==> config.mk <==
export PLATFORM = sky130hd
export DESIGN_NAME = txproc_ctrl
export DESIGN_NICKNAME = d
export VERILOG_FILES = /design/src/rtl/txproc_pkg.sv /design/src/rtl/txproc_fsm.sv /design/src/rtl/txproc_pollgate.sv /design/src/rtl/txproc_ptr.sv /design/src/rtl/txproc_ctrl.sv
export SDC_FILE = /design/constraint.sdc
export NUM_CORES = 1
export LEC_CHECK = 0
export ABC_AREA = 0
export BUFFER_PORTS_ARGS = -buffer_cell sky130_fd_sc_hd__buf_2
export CAP_MARGIN = 15
export CELL_PAD_IN_SITES_DETAIL_PLACEMENT = 2
export CELL_PAD_IN_SITES_GLOBAL_PLACEMENT = 2
export CORE_UTILIZATION = 23
export CTS_BUF_LIST = sky130_fd_sc_hd__clkbuf_4
export DETAILED_ROUTE_END_ITERATION = 7
export HOLD_SLACK_MARGIN = 0.15
export PLACE_DENSITY_LB_ADDON = 0.1
export SYNTH_ARGS = -nofsm -noshare
export SYNTH_HDL_FRONTEND = slang
export SYNTH_HIERARCHICAL = 1
export SYNTH_SLANG_ARGS = --single-unit
export TNS_END_PERCENT = 1
==> constraint.sdc <==
create_clock -name clk -period 2.05 [get_ports clk]
set_input_delay 0 -clock clk [delete_from_list [all_inputs] [get_ports clk]]
set_output_delay 0 -clock clk [all_outputs]
set_load 0.02 [all_outputs]
==> src/rtl/txproc_pkg.sv <==
package txproc_pkg;
   typedef enum logic [1:0] {
      TXS_STOP = 2'd0,
      TXS_RUN  = 2'd1,
      TXS_SUSP = 2'd2
   } txst_e;
endpackage

==> src/rtl/txproc_fsm.sv <==
module txproc_fsm
   import txproc_pkg::*;
(
   input  logic  clk,
   input  logic  rst_n,
   input  logic  sw_reset,
   input  logic  cmd_start,
   input  logic  cmd_stop,
   input  logic  resume,
   input  logic  fifo_underrun,
   input  logic  own_host,
   output txst_e st,
   output logic  go_run,
   output logic  uf_susp
);
   txst_e nxt;

   always_comb begin
      nxt = st;
      if (sw_reset || cmd_stop) begin
         nxt = TXS_STOP;
      end else begin
         unique case (st)
            TXS_STOP: if (cmd_start) nxt = TXS_RUN;
            TXS_RUN:  if (fifo_underrun || own_host) nxt = TXS_SUSP;
            TXS_SUSP: if (resume) nxt = TXS_RUN;
            default:  nxt = TXS_STOP;
         endcase
      end
   end

   assign go_run  = (nxt == TXS_RUN) && (st != TXS_RUN);
   assign uf_susp = !sw_reset && !cmd_stop && (st == TXS_RUN) && fifo_underrun;

   always_ff @(posedge clk or negedge rst_n) begin
      if (!rst_n) st <= TXS_STOP;
      else        st <= nxt;
   end


   swr_stop_chk: assert property (@(posedge clk) disable iff (!rst_n)
      sw_reset |=> st == TXS_STOP);

   stop_cmd_chk: assert property (@(posedge clk) disable iff (!rst_n)
      cmd_stop |=> st == TXS_STOP);

   stop_hold_chk: assert property (@(posedge clk) disable iff (!rst_n)
      (st == TXS_STOP && !cmd_start) |=> st == TXS_STOP);

   uf_susp_chk: assert property (@(posedge clk) disable iff (!rst_n)
      (st == TXS_RUN && fifo_underrun && !cmd_stop && !sw_reset) |=> st == TXS_SUSP);
endmodule

==> src/rtl/txproc_pollgate.sv <==
module txproc_pollgate
   import txproc_pkg::*;
#(
   parameter int POLL_W = 32
) (
   input  logic              clk,
   input  logic              rst_n,
   input  logic              sw_reset,
   input  logic              poll_wr,
   input  logic [POLL_W-1:0] poll_data,
   input  logic              ap_en,
   input  logic              ap_tick,
   input  logic              go_run,
   input  logic              uf_susp,
   input  txst_e             st,
   output logic              resume
);
   logic apdis_q;
   logic poll_nz;

   assign poll_nz = poll_wr && (|poll_data);
   assign resume  = poll_nz || (ap_tick && ap_en && !apdis_q);

   always_ff @(posedge clk or negedge rst_n) begin
      if (!rst_n)        apdis_q <= 1'b0;
      else if (sw_reset) apdis_q <= 1'b0;
      else if (uf_susp)  apdis_q <= 1'b1;
      else if (go_run)   apdis_q <= 1'b0;
   end


   apdis_block_chk: assert property (@(posedge clk) disable iff (!rst_n)
      (st == TXS_SUSP && apdis_q && !poll_nz) |-> !resume);

   apdis_clear_chk: assert property (@(posedge clk) disable iff (!rst_n)
      (go_run && !uf_susp) |=> !apdis_q);
endmodule

==> src/rtl/txproc_ptr.sv <==
module txproc_ptr
   import txproc_pkg::*;
#(
   parameter int ADDR_W = 32,
   parameter int STRIDE = 16
) (
   input  logic              clk,
   input  logic              rst_n,
   input  logic              sw_reset,
   input  txst_e             st,
   input  logic              base_wr,
   input  logic [ADDR_W-1:0] base_data,
   input  logic              desc_closed,
   output logic [ADDR_W-1:0] next_addr
);
   localparam logic [ADDR_W-1:0] STEP  = ADDR_W'(STRIDE);
   localparam logic [ADDR_W-1:0] AMASK = ~(ADDR_W'(STRIDE) - ADDR_W'(1));

   logic [ADDR_W-1:0] addr_q;

   always_ff @(posedge clk or negedge rst_n) begin
      if (!rst_n)                                addr_q <= '0;
      else if (sw_reset)                         addr_q <= '0;
      else if (base_wr && st == TXS_STOP)        addr_q <= base_data & AMASK;
      else if (desc_closed && st == TXS_RUN)     addr_q <= addr_q + STEP;
   end

   assign next_addr = addr_q;


   adv_stride_chk: assert property (@(posedge clk) disable iff (!rst_n)
      (st == TXS_RUN && desc_closed && !sw_reset) |=> next_addr == $past(next_addr) + STEP);

   base_ign_chk: assert property (@(posedge clk) disable iff (!rst_n)
      (st != TXS_STOP && !desc_closed && !sw_reset) |=> $stable(next_addr));

   hold_addr_chk: assert property (@(posedge clk) disable iff (!rst_n)
      (st == TXS_SUSP && !sw_reset) |=> $stable(next_addr));
endmodule

==> src/rtl/txproc_ctrl.sv <==
module txproc_ctrl
   import txproc_pkg::*;
#(
   parameter int ADDR_W = 32,
   parameter int STRIDE = 16,
   parameter int POLL_W = 32
) (
   input  logic              clk,
   input  logic              rst_n,
   input  logic              sw_reset,
   input  logic              cmd_start,
   input  logic              cmd_stop,
   input  logic              poll_wr,
   input  logic [POLL_W-1:0] poll_data,
   input  logic              ap_en,
   input  logic              ap_tick,
   input  logic              own_host,
   input  logic              fifo_underrun,
   input  logic              base_wr,
   input  logic [ADDR_W-1:0] base_data,
   input  logic              desc_closed,
   output logic [1:0]        state,
   output logic              stopped,
   output logic              fetch_en,
   output logic [ADDR_W-1:0] next_addr
);
   generate
      if (ADDR_W < 4 || ADDR_W > 64) begin : g_bad_aw
         $error("txproc_ctrl: ADDR_W out of range");
      end
      if (STRIDE < 1 || (STRIDE & (STRIDE - 1)) != 0) begin : g_bad_stride
         $error("txproc_ctrl: STRIDE must be a power of two");
      end
      if (POLL_W < 1) begin : g_bad_pw
         $error("txproc_ctrl: POLL_W must be positive");
      end
   endgenerate

   txst_e st;
   logic  resume;
   logic  go_run;
   logic  uf_susp;

   txproc_fsm u_fsm (
      .clk           (clk),
      .rst_n         (rst_n),
      .sw_reset      (sw_reset),
      .cmd_start     (cmd_start),
      .cmd_stop      (cmd_stop),
      .resume        (resume),
      .fifo_underrun (fifo_underrun),
      .own_host      (own_host),
      .st            (st),
      .go_run        (go_run),
      .uf_susp       (uf_susp)
   );

   txproc_pollgate #(.POLL_W(POLL_W)) u_poll (
      .clk       (clk),
      .rst_n     (rst_n),
      .sw_reset  (sw_reset),
      .poll_wr   (poll_wr),
      .poll_data (poll_data),
      .ap_en     (ap_en),
      .ap_tick   (ap_tick),
      .go_run    (go_run),
      .uf_susp   (uf_susp),
      .st        (st),
      .resume    (resume)
   );

   txproc_ptr #(.ADDR_W(ADDR_W), .STRIDE(STRIDE)) u_ptr (
      .clk         (clk),
      .rst_n       (rst_n),
      .sw_reset    (sw_reset),
      .st          (st),
      .base_wr     (base_wr),
      .base_data   (base_data),
      .desc_closed (desc_closed),
      .next_addr   (next_addr)
   );

   assign state    = st;
   assign stopped  = (st == TXS_STOP);
   assign fetch_en = (st == TXS_RUN);


   excl_flag_chk: assert property (@(posedge clk) disable iff (!rst_n)
      !(stopped && fetch_en));

   legal_code_chk: assert property (@(posedge clk) disable iff (!rst_n)
      state != 2'd3);
endmodule

-- Word level (Yosys, flattened, before mapping)
Cells that the tools add are included.
- flip-flop bits (word level): 35
- bits in latches: 0
- memory bits (writable): 0
- memory bits (read-only): 0
- output and inout port bits: 36
- logic and storage cells: 38
- memories kept: 0
- add/subtract/negate cells: 1
- multipliers: 0
- divide/modulo/power cells: 0
- magnitude comparators: 0
- equal/unequal tests: 4
- shift-type cells: 0
- multiplexer cells: 11
- bitwise logic cells: 0
- reduce and logical (&&, ||, !) cells: 19
- operator list (operator ; count):
    $mux W32 ; 3
    $add A32 B5 Y32 const B ; 1
    $reduce_or A32 Y1 ; 1
    $logic_and A1 B1 Y1 ; 9
    $mux W2 ; 4
    $pmux W2 S3 ; 1
    $reduce_bool A3 Y1 ; 2
    $eq A2 B1 Y1 const B ; 2
    $logic_not A1 Y1 ; 3
    $logic_or A1 B1 Y1 ; 3
    $mux W1 ; 3
    $eq A2 B2 Y1 const B ; 1
    $logic_not A2 Y1 ; 1
    $ne A2 B1 Y1 const B ; 1

-- Logic depth before layout (Yosys ltp)
Gate-level depths: netlist (run 1).
- depth after elaboration: 11
- gate-level depth with buffers: 9
- mapped depth without buffers: 9

-- Modules after synthesis
Netlist (run 1), hierarchy kept.
- modules (own cells, without submodules) (module ; times used ; cells an instance ; area an instance (µm²) ; sequential area each (µm²)):
    txproc_ptr ; 1 ; 245 ; 1950.6 ; 700.7
    txproc_fsm ; 1 ; 12 ; 125.1 ; 50.0
    txproc_pollgate ; 1 ; 17 ; 120.1 ; 25.0
    txproc_ctrl ; 1 ; 2 ; 12.5 ; 0.0

-- Least setup slack after synthesis (run 1)
OpenSTA, ideal clock, no wires.
- path kind: reg2reg
- start point: register u_ptr.addr_q[4], in the netlist u_ptr/next_addr[4]
- end point: register u_ptr.addr_q[26], in the netlist u_ptr/next_addr[26]
- library setup time: 104 ps
- arrival: 2028 ps
- data required time: 1946 ps
- path slack: -82 ps
- cell stages (with the launch flop): 8
- buffers on the path: 1
- period minus slack after synthesis: 2132 ps
- cell sequence: dfrtp_1 ha_1 nand3_2 or4_4 buf_6 nor3_2 nand3_1 o311ai_1
- longest elaborated chain between the ends: 4
- ends and longest elaborated chain (element ; line ; source):
    from (decl) ; txproc_ptr.sv:19 ; logic [ADDR_W-1:0] addr_q;
    from (signal assigned) ; txproc_ptr.sv:24 ; else if (base_wr && st == TXS_STOP) addr_q <= base_data & AMASK;
    from (signal assigned) ; txproc_ptr.sv:25 ; else if (desc_closed && st == TXS_RUN) addr_q <= addr_q + STEP;
    $add A32 B5 Y32 ; txproc_ptr.sv:25 ;
    $mux W32 ; txproc_ptr.sv:25 ;
    $mux W32 ; txproc_ptr.sv:24 ;
    $mux W32 ; txproc_ptr.sv:23 ; else if (sw_reset) addr_q <= '0;
Every way passes these cells. The select of a mux whose other input is x is not followed.
A chain may end at the register's enable or synchronous reset.

-- Final worst setup path (run 1)
- start point: register u_fsm.st[0]
- end point: register u_ptr.addr_q[5], in the netlist u_ptr/next_addr[5]
- longest elaborated chain between the ends: 4
- elaborated cells on any way between the ends: 7
- classes of those cells: eq/ne: 1; mux: 2; reduce/logical: 4
- ends and longest elaborated chain (element ; line ; source):
    from (decl) ; txproc_fsm.sv:12 ; output txst_e st,
    from (signal assigned) ; txproc_fsm.sv:37 ; else st <= nxt;
    $logic_not A2 Y1 ; txproc_ptr.sv:24 ;
    $logic_and A1 B1 Y1 ; txproc_ptr.sv:24 ;
    $mux W32 ; txproc_ptr.sv:24 ;
    $mux W32 ; txproc_ptr.sv:23 ;
Several ways; a longest one is shown, not always the timed one.

==> results.txt, run 1 <==
- Outcome: completed
- Starting DRC count in detailed routing: 58
- # IOs: roughly 110
- Crit Path Class: reg2reg
* Leading area contributor after synthesis: dfrtp_1
- Final count of hold timing violations: 0
- The max-slew violation count was 0.
- Measured along the x axis, the die boundary spans 100 um.
- Combinational logic burns between 20% and 30% of the power.
* Insertion delay of the later-clocked pin in the worst-skew pair: approximately 0.35 ns
* Number of remaining DRC errors: 0
* Number of flops mapped to enable cells by yosys: 0
- At the end of routability-driven placement, the weighted congestion stood at 0.731.
* Post-route design area: 3470 um^2
- The number of global-route vias before repair came to 3167.
- For this design, the slowest cell found on the critical path is dlygate4sd3_1.
* Crit start category: flop
- Element type at the critical path end: flop
- Net load switching power: 0.539 mW
- Actual slew at the worst max-slew pin: 0.791 ns
- Entering global routing, the biggest net connects 32 pins.
* Complex-gate fraction of the synthesized area: a little under a quarter
* Xor/xnor cell area share of the yosys netlist: 0.397%
* Slew margin rel.: around 47%
* TritonCTS clock tree: done
* Post-layout nets: 513
- The min-delay analysis places its worst path in the category in2async.
* Final wirelength: about 9.7 mm
- Count of antenna diodes in the layout: 0
* Minimum clock period: 2.01 ns
- Using the TritonRoute via totals, the vias-per-cell ratio works out to 4.96.
- In this run the remaining antenna-violating nets after routing total 0.
* GR Overflow Total: 0
- Via count: 2805
- After Yosys synthesis, full adders, half adders and majority gates account for less than 1% of the synthesized area.
- Proportion of netlist area held by the largest area contributor: a little over a third
- After routing, the total negative slack on setup checks comes to 0 ns.
- Buffer type at the clock tree root: clkbuf_4
- The top cell types in the final layout, fill and taps aside, are buf_2, o21ai_0, dlygate4sd3_1.
* Count of distinct cell types in the synthesized netlist: 51
* Average instance area after synthesis: 8.00 um^2
- For this run, the slowest stage of the critical path takes 0.58 ns.
- Clock network fraction of total power: 25.2%
- After synthesis, the share of flip-flops with an asynchronous set or reset is between 90% and 100%.
* Warnings, synthesis: 6
- After synthesis the cells add up to 2210 um^2.
- After clock tree synthesis, the clock-pin slew on the worst setup and hold paths is 0.12 ns.
- Die Y-Extent: around 100 um
* Arrival time worst endpoint: ~2.3 ns
- The floorplan step defined a die boundary enclosing 10000 um^2.
* Maximum frequency from static timing analysis: 496 MHz
- Per report_power, the sequential group accounts for 45.2% of the total.
- Synthesis inferred 31 register bits.
- Area inside the core boundary: 9280 um^2
- Count of endpoints failing setup in the final report: 0
- Clock skew on the completed layout was measured at 0.0191 ns.
* I/O Buffers: 103
- Across the VDD grid, the largest voltage drop is 0.000169 V.
* TritonCTS buffer count: 5
* Antenna violations before repair: 0
- In the synthesized netlist, mux cells make up 1.36% of the area.
- After synthesis, the largest family of logic cells by area is simple AND/OR/NAND/NOR gates.
* Data required time at the worst endpoint: 2.30 ns
- Total track usage: 20.6%
- Setup repair after global routing could not meet its margin everywhere.
- Placement Rows: 35
* Most common flop cell mapped by yosys: dfrtp_1
* CTS max path bufs: 2
- Sw Share: 35.0%
* Starting Density: 23.8%
- After synthesis, the cell types taking the most area are dfrtp_1, o21ai_0, nor4_1.
* Cells after synthesis: 276
* Most common cell after layout, fill and taps aside: buf_2
- Power spread over the standard cell area amounts to 444 nW/um^2.
- Placed Area: around 3000 um^2
- Critical-path maximum fanout: 24
- The H-tree was split into 2 levels.
- Number of detailed-routing iterations run before antenna repair: 4
- The first global-routing pass estimated 16.0 mm of wire.
- Traced cell by cell, the critical path runs through nor3b_2 -> buf_12 -> mux2i_1 -> o31ai_1 -> dlygate4sd3_1.
- In the finished design, the share of the clock period the worst path needs comes to 98.3%.
- Sequential cell area fraction in the yosys report: between 30% and 40%
- Post-detail-place hpwl: 6.91 mm
- From synthesis to final layout, the design area changed by 57.2%.
- Dividing the detail-routed wire length by the instance count gives 17.1 um.
- The tree built by TritonCTS fans out to 31 sinks.
- Fraction of final layout cells with drive strength greater than 1: 36.2%
* Area share of and/or/nand/nor cells after synthesis: 33.3%
* Leakage power figure: 1.60 nW
* Count of maximum capacitance violations: 0
- The internal power of the cells totals approximately 1 mW.
[critical path: cells and delay by family, from the launching register on]
family	cells	cell delay, ns
AOI/OAI and AO/OA	1	0.08
and+or+nand+nor	1	0.35
buffers and inverters	2	0.80
DFF	1	0.48
muxes	1	0.20
[path summary, 6_finish.rpt]
kind                       cells after the start  slack (ns)                              end                            start
max in group asynchronous                      2        1.25   u_ptr/next_addr[5]$_DFFE_PN0P_                            rst_n
hold / removal                                 2        0.26       u_poll/apdis_q$_DFFE_PN0P_                            rst_n
min in group clk                               5        0.30       u_poll/apdis_q$_DFFE_PN0P_                    fifo_underrun
setup reg to reg                               5        0.04   u_ptr/next_addr[5]$_DFFE_PN0P_            u_fsm/st[0]$_DFF_PN0_
hold reg to reg                                1        0.55  u_ptr/next_addr[29]$_DFFE_PN0P_  u_ptr/next_addr[29]$_DFFE_PN0P_
setup / recovery                               5        0.04   u_ptr/next_addr[5]$_DFFE_PN0P_            u_fsm/st[0]$_DFF_PN0_
[registers in the layout (all words and copies together), names as in the netlist]
name,cells
u_ptr/next_addr,28
u_fsm/st,2
u_poll/apdis_q,1
[metal layers]
layer	GRT usage (%)	part of all wire [%]
met2	38.8	51
met5	0	0
met4	4.57	0.98
met1	24.3	45
met3	3.41	3.1
[synthesized netlist by cell type, types with 2 or more instances]
master,instances
a31oi_1,8
dfrtp_1,31
mux2i_1,3
a32oi_1,3
inv_1,5
o21ai_1,2
nand4b_1,2
a41oi_1,2
nor3_1,9
clkbuf_1,8
buf_6,3
or2_2,3
nor4_2,3
nor2_1,24
nand2_1,24
nand4_1,7
and3_1,4
nor3b_1,3
o21ai_0,42
or3_1,8
a21oi_1,12
nand3_1,14
buf_4,6
nor4_1,15
o211ai_1,4
a22oi_1,4
and2_1,3
[cell families after synthesis]
logic type      after synthesis
xor+xnor                      1
buf+inv                      23
compound gates               86
fa+ha+maj                     1
mux                           3
other cells                   1
flops                        31
simple gates                130
[power groups by stage]
stage               sequential [mW]  clock, mW  combinational (mW)
finish                        0.696      0.388               0.456
global route                  0.703      0.435               0.505
CTS                           0.696      0.419               0.456
detailed placement            0.709          0               0.397
global placement              0.705          0               0.389
floorplan                     0.753          0               0.142
[cell type report]
cell class / instances / area (um^2)
Clock buffer: 6 / 45.0
Clock inverter: 2 / 8.76
Fill cell: 1133 / 5810
Inverter: 5 / 18.8
Multi-Input combinational cell: 225 / 1340
Sequential cell: 31 / 779
Tap cell: 129 / 161
Timing Repair Buffer: 168 / 1120
[what timing repair did]
action | 4_1_cts | 5_1_grt
endpoints found under the hold margin | 62 | 0
setup endpoints to repair | 0 | 4
buffers inserted | 0 | 2
resized for setup | 0 | 7
hold buffers | 39 | 0
[stage by stage]
step / power [mW] / util, % / setup slack (ns) / std cells / hold WS (ns)
6_report: 1.54 / 37.4 / 0.0350 / 566 / 0.256
5_1_grt: 1.64 / 37.4 / -0.0934 / 566 / 0.284
4_1_cts: 1.57 / 36.9 / 0.00666 / 564 / 0.153
3_5_place_dp: 1.11 / 32.2 / 0.0782 / 517 / 0.143
3_3_place_gp: 1.09 / 32.2 / 0.107 / 517 / 0.148
2_1_floorplan: 0.895 / - / 0.00643 / 279 / -0.296
No activity file was read; power rests on OpenSTA's default activity.
==> run 2: changes to the inputs <==
==> constraint.sdc (replaced) <==
create_clock -name clk -period 1.85 [get_ports clk]
set_input_delay 0 -clock clk [delete_from_list [all_inputs] [get_ports clk]]
set_output_delay 0 -clock clk [all_outputs]
set_load 0.02 [all_outputs]
==> results.txt, run 2 (synthesized netlist as in run 1, its figures left out) <==
- Crit Path Class: reg2reg (unchanged)
- Starting DRC count in detailed routing: 60 (was 58)
- The final cell utilization of the core was 38.7% (was 37.4%).
* Final count of hold timing violations: 0 (unchanged)
- Post-detailed-route count of antenna-violating nets: 0 (unchanged)
* Avg Vias per Cell: 4.94 (was 4.96)
- The overall power of the completed layout is 1.74 mW (was 1.54 mW).
- Number of flip-flops in the largest register: 28 (unchanged)
* Number of detailed-routing iterations run before antenna repair: 4 (unchanged)
- Placement Rows: 35 (unchanged)
- The path category of the worst min-delay check is in2reg (was in2async).
- The power density relative to cell area came to 484 nW/um^2 (was 444 nW/um^2).
- Count of maximum capacitance violations: 0 (unchanged)
- The fraction of layout instances using a drive strength above 1 came to 40.1% (was 36.2%).
- Placed Area: 3140 um^2 (was 2990 um^2)
- Arrival time worst endpoint: 2.09 ns (was 2.26 ns)
- Final wirelength: 9.65 mm (was 9.70 mm)
* Maximum frequency from static timing analysis: 542 MHz (was 496 MHz)
- The combinational share of power came to 30.5% (was 29.6%).
- The clock tree root driver cell is clkbuf_4 (unchanged).
* Count of endpoints failing setup in the final report: 0 (unchanged)
- The post-placement cell count was 534 (was 517).
- Sw Share: 34.2% (was 35.0%)
* X dimension of the die: 100 um (unchanged)
* Number of remaining DRC errors: 0 (unchanged)
- Number of sinks driven by the clock tree: 31 (unchanged)
- The sequential share of power was 44.1% (was 45.2%).
- Commonest cells after routing, fill and taps aside: buf_2, buf_4, o21ai_0 (was buf_2, o21ai_0, dlygate4sd3_1).
- Actual slew at the worst max-slew pin: 0.787 ns (was 0.791 ns)
- Critical-path maximum fanout: 7 (was 24)
* Crit start category: flop (unchanged)
- TritonCTS buffer count: 5 (unchanged)
* Final weighted congestion of routability-driven global placement: 0.747 (was 0.731)
- The buffer count from post-CTS setup fixing is 0 (unchanged).
- The count of buffers inserted at the top-level ports came to 103 (unchanged).
- Die Y-Extent: 100 um (unchanged)
- Element type at the critical path end: flop (unchanged)
- The initial antenna violation count is 0 (unchanged).
* Final-layout worst hold slack: 0.155 ns (was 0.256 ns)
* Total track usage: 20.1% (was 20.6%)
* Worst reg-to-reg setup slack: 0.006 ns (was 0.04 ns)
* Outcome: completed (unchanged)
- The area taken by multi-input logic gates came to 1370 um^2 (was 1340 um^2).
- Minimum clock period: 1.84 ns (was 2.01 ns)
- Die Footprint: 10000 um^2 (unchanged)
* H-Tree Depth: 2 (unchanged)
- The total number of vias is 2853 (was 2805).
- The fraction of power consumed by the clock network is 25.3% (was 25.2%).
- The design area came to 3590 um^2 (was 3470 um^2).
* Most common cell after layout, fill and taps aside: buf_2 (unchanged)
- Insertion delay of the later-clocked pin in the worst-skew pair: 0.34 ns (was 0.35 ns)
- The sequential standard cell area was 785 um^2 (was 779 um^2).
- The number of top-level design ports came to 112 (unchanged).
- TritonCTS clock tree: done (unchanged)
- The max-slew violation count came to 0 (unchanged).
- Post-layout nets: 525 (was 513)
- Portion of the clock cycle consumed by the worst path in the final layout: 99.7% (was 98.3%)
- The peak supply drop is 0.000190 V (was 0.000169 V).
- Avg WL per Cell: 16.7 um (was 17.1 um)
- The total inserted antenna cells was 0 (unchanged).
* Leakage power figure: 1.66 nW (was 1.60 nW)
- The data required time at the worst endpoint came to 2.09 ns (was 2.30 ns).
* Slew margin rel.: 47.6% (was 47.3%)
- Setup repair after global routing missed its margin: true (unchanged).
- The signed area change from the synthesized netlist to the final layout is 62.8% (was 57.2%).
- The count of fill cells added during filler insertion was 1109 (was 1133).
- The maximum count of clock buffers along a single path came to 2 (unchanged).
- The final cell count without fillers was 578 (was 566).
- Global-route wire length before repair: 15.7 mm (was 16.0 mm)
- GR Overflow Total: 0 (unchanged)
- CTS clock-pin slew for the worst setup and hold paths: 0.12 ns (about the same)
- Maximum number of pins on one net before global-route repair: 32 (unchanged)
- The number of global-route vias before repair came to 3097 (was 3167).
- The detailed-placement wirelength estimate was 7.29 mm (was 6.91 mm).
* Design internal power: 1.15 mW (was 1.00 mW)
- Area inside the core boundary: 9280 um^2 (unchanged)
* Clock Skew: 0.0124 ns (was 0.0191 ns)
- The power spent charging and discharging nets came to 0.594 mW (was 0.539 mW).
* Starting Density: 23.8% (unchanged)
[run 2: cell types whose count changed in the layout (fill, tap and decap cells not counted), sizes merged]
cell,change
clkinv,-1
clkbuf,+1
buf,+15
dlygate4sd3,-3
[run 2: worst max-delay path, cell delays in order, from the launching register on]
cell and delay [ns]:
dfrtp_2 0.41, ha_4 0.16, nand3_4 0.07, or4_4 0.60, nor3_4 0.15, nand3_1 0.10
o311ai_1 0.27
[run 2: worst paths after layout]
path | from | end | cells past startpoint
max | u_ptr/next_addr[5]$_DFFE_PN0P_ | u_ptr/next_addr[26]$_DFFE_PN0P_ | 6
min | desc_closed | u_ptr/next_addr[16]$_DFFE_PN0P_ | 6
max in group asynchronous | rst_n | u_ptr/next_addr[6]$_DFFE_PN0P_ | 2
max reg2reg | u_ptr/next_addr[5]$_DFFE_PN0P_ | u_ptr/next_addr[26]$_DFFE_PN0P_ | 6
min reg2reg | u_ptr/next_addr[29]$_DFFE_PN0P_ | u_ptr/next_addr[29]$_DFFE_PN0P_ | 1
min in group asynchronous | rst_n | u_ptr/next_addr[29]$_DFFE_PN0P_ | 2
[run 2: area by class of cell]
cell class	count	area share, %
tap	129	4.49
clock buffer	7	1.46
inverter	5	0.522
clock inverter	1	0.139
multi-input combinational	225	38.1
sequential	31	21.8
timing repair buffer	180	33.4
[run 2: power by group through the flow]
stage / Combinational (mW) / Clock, mW / Sequential, mW
floorplan: 0.160 / 0 / 0.839
global placement: 0.468 / 0 / 0.779
detailed placement: 0.478 / 0 / 0.782
finish: 0.531 / 0.440 / 0.768
global route: 0.581 / 0.484 / 0.775
CTS: 0.536 / 0.463 / 0.768
[run 2: what timing repair did]
| action | CTS | global route |
|---|---|---|
| hold endpoints to repair | 62 | 0 |
| pin swaps | 0 | 2 |
| resized for setup | 2 | 9 |
| endpoints found under the setup margin | 4 | 10 |
| hold buffers | 36 | 0 |
[run 2: stage by stage]
stage,setup slack (ns),setup TNS (ns)
floorplan,-0.113,-0.616
global placement,-0.00860,-0.00860
detailed placement,-0.0645,-0.0933
CTS,-0.00988,-0.0115
global route,-0.0800,-0.282
finish,0.00581,0
[run 2: routing by layer]
metal  vias up  track usage, %  part of all wire, %  wire (um)
met4         0            4.68                  1.1        108
met2        53            36.3                   51       4910
met1      1409            25.3                   45       4380
met3         7            2.72                  2.6        251
met5         -               0                    0          0
li1       1384               -                    -          -
==> run 3: changes to the inputs <==
--- a/config.mk
+++ b/config.mk
@@ -6,7 +6,7 @@
 export NUM_CORES = 1
 export LEC_CHECK = 0
 export ABC_AREA = 0
-export BUFFER_PORTS_ARGS = -buffer_cell sky130_fd_sc_hd__buf_2
+export BUFFER_PORTS_ARGS = -buffer_cell sky130_fd_sc_hd__clkbuf_2
 export CAP_MARGIN = 15
 export CELL_PAD_IN_SITES_DETAIL_PLACEMENT = 2
 export CELL_PAD_IN_SITES_GLOBAL_PLACEMENT = 2
==> results.txt, run 3 (synthesized netlist as in run 1, its figures left out) <==
- Outcome: completed (unchanged).
- The met1 routing resource usage after global routing is 26.6% (was 25.3%).
- The met2 track demand over resource in global routing was 38.4% (was 36.3%).
* Count of endpoints failing setup in the final report: 0 (unchanged)
- The count of buffers inserted at the top-level ports is 103 (unchanged).
- Area inside the core boundary: 9280 um^2 (unchanged)
- Worst reg-to-reg setup slack: 0.008 ns (was 0.006 ns)
- Die Footprint: 10000 um^2 (unchanged)
* Reg2reg end: u_ptr/next_addr[26]$_DFFE_PN0P_ (unchanged)
- Avg Vias per Cell: 5.00 (was 4.94)
- The clock period minus worst slack came to 1.84 ns (about the same).
- The path category of the worst min-delay check is in2async (was in2reg).
- The length in cells of the worst reg-to-reg path came to 6 (unchanged).
- Power per Cell Area: 474 nW/um^2 (was 484 nW/um^2)
- The maximum clock frequency came to 543 MHz (was 542 MHz).
- The area taken by multi-input logic gates is 1410 um^2 (was 1370 um^2).
- Crit start category: flop (unchanged)
* Most common cell after layout, fill and taps aside: clkbuf_2 (was buf_2)
- Element type at the critical path end: flop (unchanged)
* CTS clock-pin slew for the worst setup and hold paths: 0.12 ns (about the same)
- The leakage power total is 1.73 nW (was 1.66 nW).
- Maximum number of pins on one net before global-route repair: 20 (was 32)
- Final weighted congestion of routability-driven global placement: 0.762 (was 0.747)
* Antenna violations before repair: 0 (unchanged)
* CTS max path bufs: 2 (unchanged)
- Global-route layer with the greatest usage: met2 (unchanged)
- The final clock period utilization by the worst path was 99.6% (was 99.7%).
- The wire length of the first global-routing pass is 16.7 mm (was 15.7 mm).
- CP Cell Sequence: ha_4 -> nand3_4 -> or4_4 -> nor3_4 -> nand3_1 -> o311ai_1 (unchanged)
* Setup repair after global routing missed its margin: true (unchanged)
* Post-detailed-route count of antenna-violating nets: 0 (unchanged)
- The number of levels in the clock H-tree came to 2 (unchanged).
- The clock tree from TritonCTS is done (unchanged).
* Data required time at the worst endpoint: 2.10 ns (was 2.09 ns)
- Count of maximum capacitance violations: 0 (unchanged)
- The sink count of the clock tree was 31 (unchanged).
- Buffer type at the clock tree root: clkbuf_4 (unchanged)
- The post-route DRC violation count came to 0 (unchanged).
- Combined flip-flop and latch cell area: 786 um^2 (was 785 um^2)
- Total track usage: 21.5% (was 20.1%)
* Commonest cells after routing, fill and taps aside: clkbuf_2, buf_4, dlygate4sd3_1 (was buf_2, buf_4, o21ai_0)
- Starting DRC count in detailed routing: 94 (was 60)
- # IOs: 112 (unchanged)
* Insertion delay of the later-clocked pin in the worst-skew pair: 0.36 ns (was 0.34 ns)
- The global-route track usage on met3 was 3.83% (was 2.72%).
- The number of global-route vias before repair was 3242 (was 3097).
* GR Overflow Total: 0 (unchanged)
- The total inserted antenna cells is 0 (unchanged).
* Fraction of final layout cells with drive strength greater than 1: 40.8% (was 40.1%)
- The total number of vias came to 2934 (was 2853).
- The flip-flop count of the largest register after layout came to 28 (unchanged).
* Number of detailed-routing iterations run before antenna repair: 4 (unchanged)
- Placement Rows: 35 (unchanged)
- Number of pins exceeding their max-slew limit in the final report: 0 (unchanged)
* TNS Setup: 0 ns (unchanged)
- Critical-path maximum fanout: 7 (unchanged)
* Actual slew at the worst max-slew pin: 0.558 ns (was 0.787 ns)
* Die Y-Extent: 100 um (unchanged)
- Worst vdd rail ir drop: 0.000183 V (was 0.000190 V)
- Post-detail-place hpwl: 7.69 mm (was 7.29 mm)
- Max stage delay on crit path: 0.55 ns (was 0.60 ns)
* Number of fillers in the final layout: 1118 (was 1109)
- The arrival time at the worst endpoint was 2.09 ns (about the same).
* TritonCTS buffer count: 5 (unchanged)
- Crit Path Class: reg2reg (unchanged)
* Final wirelength: 10.3 mm (was 9.65 mm)
- Avg WL per Cell: 17.5 um (was 16.7 um)
* Clock Skew: 0.0158 ns (was 0.0124 ns)
- The critical path's slowest cell is or4_4 (unchanged).
- The signed area change from the synthesized netlist to the final layout is 68.2% (was 62.8%).
- The starting density of the core was 23.8% (unchanged).
- The horizontal die dimension was 100 um (unchanged).
* Beginning of the worst register-to-register path: u_ptr/next_addr[5]$_DFFE_PN0P_ (unchanged)
- Slew margin rel.: 62.8% (was 47.6%)
- The number of nets in the final layout was 534 (was 525).
- Final-layout worst hold slack: 0.181 ns (was 0.155 ns)
- The count of endpoints failing hold in the final timing report is 0 (unchanged).
==> run 3: metal layers <==
metal	vias up	wire, um
met3	15	364
li1	1407	-
met2	63	5210
met1	1449	4540
met4	0	156
met5	-	0
==> run 3: power by group <==
group	leakage [nW]	internal (mW)	switching, mW	total, mW
sequential	0.407	0.721	0.0518	0.773
clock	0.0331	0.157	0.269	0.426
combinational	1.29	0.262	0.299	0.561
total	1.73	1.14	0.619	1.76
==> run 3: critical path, delay by kind of cell (launching register included) <==
family	cells	cell delay (ns)
flops	1	0.42
fa+ha+maj	1	0.16
compound gates	1	0.27
simple gates	4	0.89
==> run 3: per-stage QoR <==
step | util [%] | std cells | worst slack [ns] | total power [mW] | instance area, um^2
floorplan | - | 279 | -0.113 | 0.999 | 2250
global placement | 34.3 | 538 | 0.0160 | 1.26 | 3180
detailed placement | 34.3 | 538 | -0.0285 | 1.27 | 3180
CTS | 39.5 | 587 | -0.00327 | 1.78 | 3670
global route | 40.0 | 587 | -0.114 | 1.87 | 3710
finish | 40.0 | 587 | 0.00831 | 1.76 | 3710
==> run 3: worst max-delay path by stage <==
stage,startpoint,to,slack (ns),cells after the start
4_1_cts,u_ptr/next_addr[5]$_DFFE_PN0P_,u_ptr/next_addr[26]$_DFFE_PN0P_,-0.003,6
3_5_place_dp,u_ptr/next_addr[10]$_DFFE_PN0P_,u_ptr/next_addr[25]$_DFFE_PN0P_,-0.03,7
6_report,u_ptr/next_addr[5]$_DFFE_PN0P_,u_ptr/next_addr[26]$_DFFE_PN0P_,0.008,6
5_1_grt,u_ptr/next_addr[5]$_DFFE_PN0P_,u_ptr/next_addr[26]$_DFFE_PN0P_,-0.11,6
2_1_floorplan,u_ptr/next_addr[5]$_DFFE_PN0P_,u_ptr/next_addr[26]$_DFFE_PN0P_,-0.11,6
3_3_place_gp,u_ptr/next_addr[10]$_DFFE_PN0P_,u_ptr/next_addr[23]$_DFFE_PN0P_,0.02,7
==> run 3: repair_timing <==
item                                    4_1_cts  5_1_grt
endpoints found under the setup margin        7       21
endpoints found under the hold margin        62        0
pin swaps                                     3        2
gates resized for setup                       4       18
setup buffers                                 1        1
hold buffers                                 40        0
==> run 3: layout make-up <==
class / count / share of cell area (%)
multi-input combinational: 225 / 37.9
clock buffer: 6 / 1.21
timing repair buffer: 189 / 34.6
sequential: 31 / 21.2
clock inverter: 2 / 0.236
inverter: 5 / 0.505
tap: 129 / 4.35
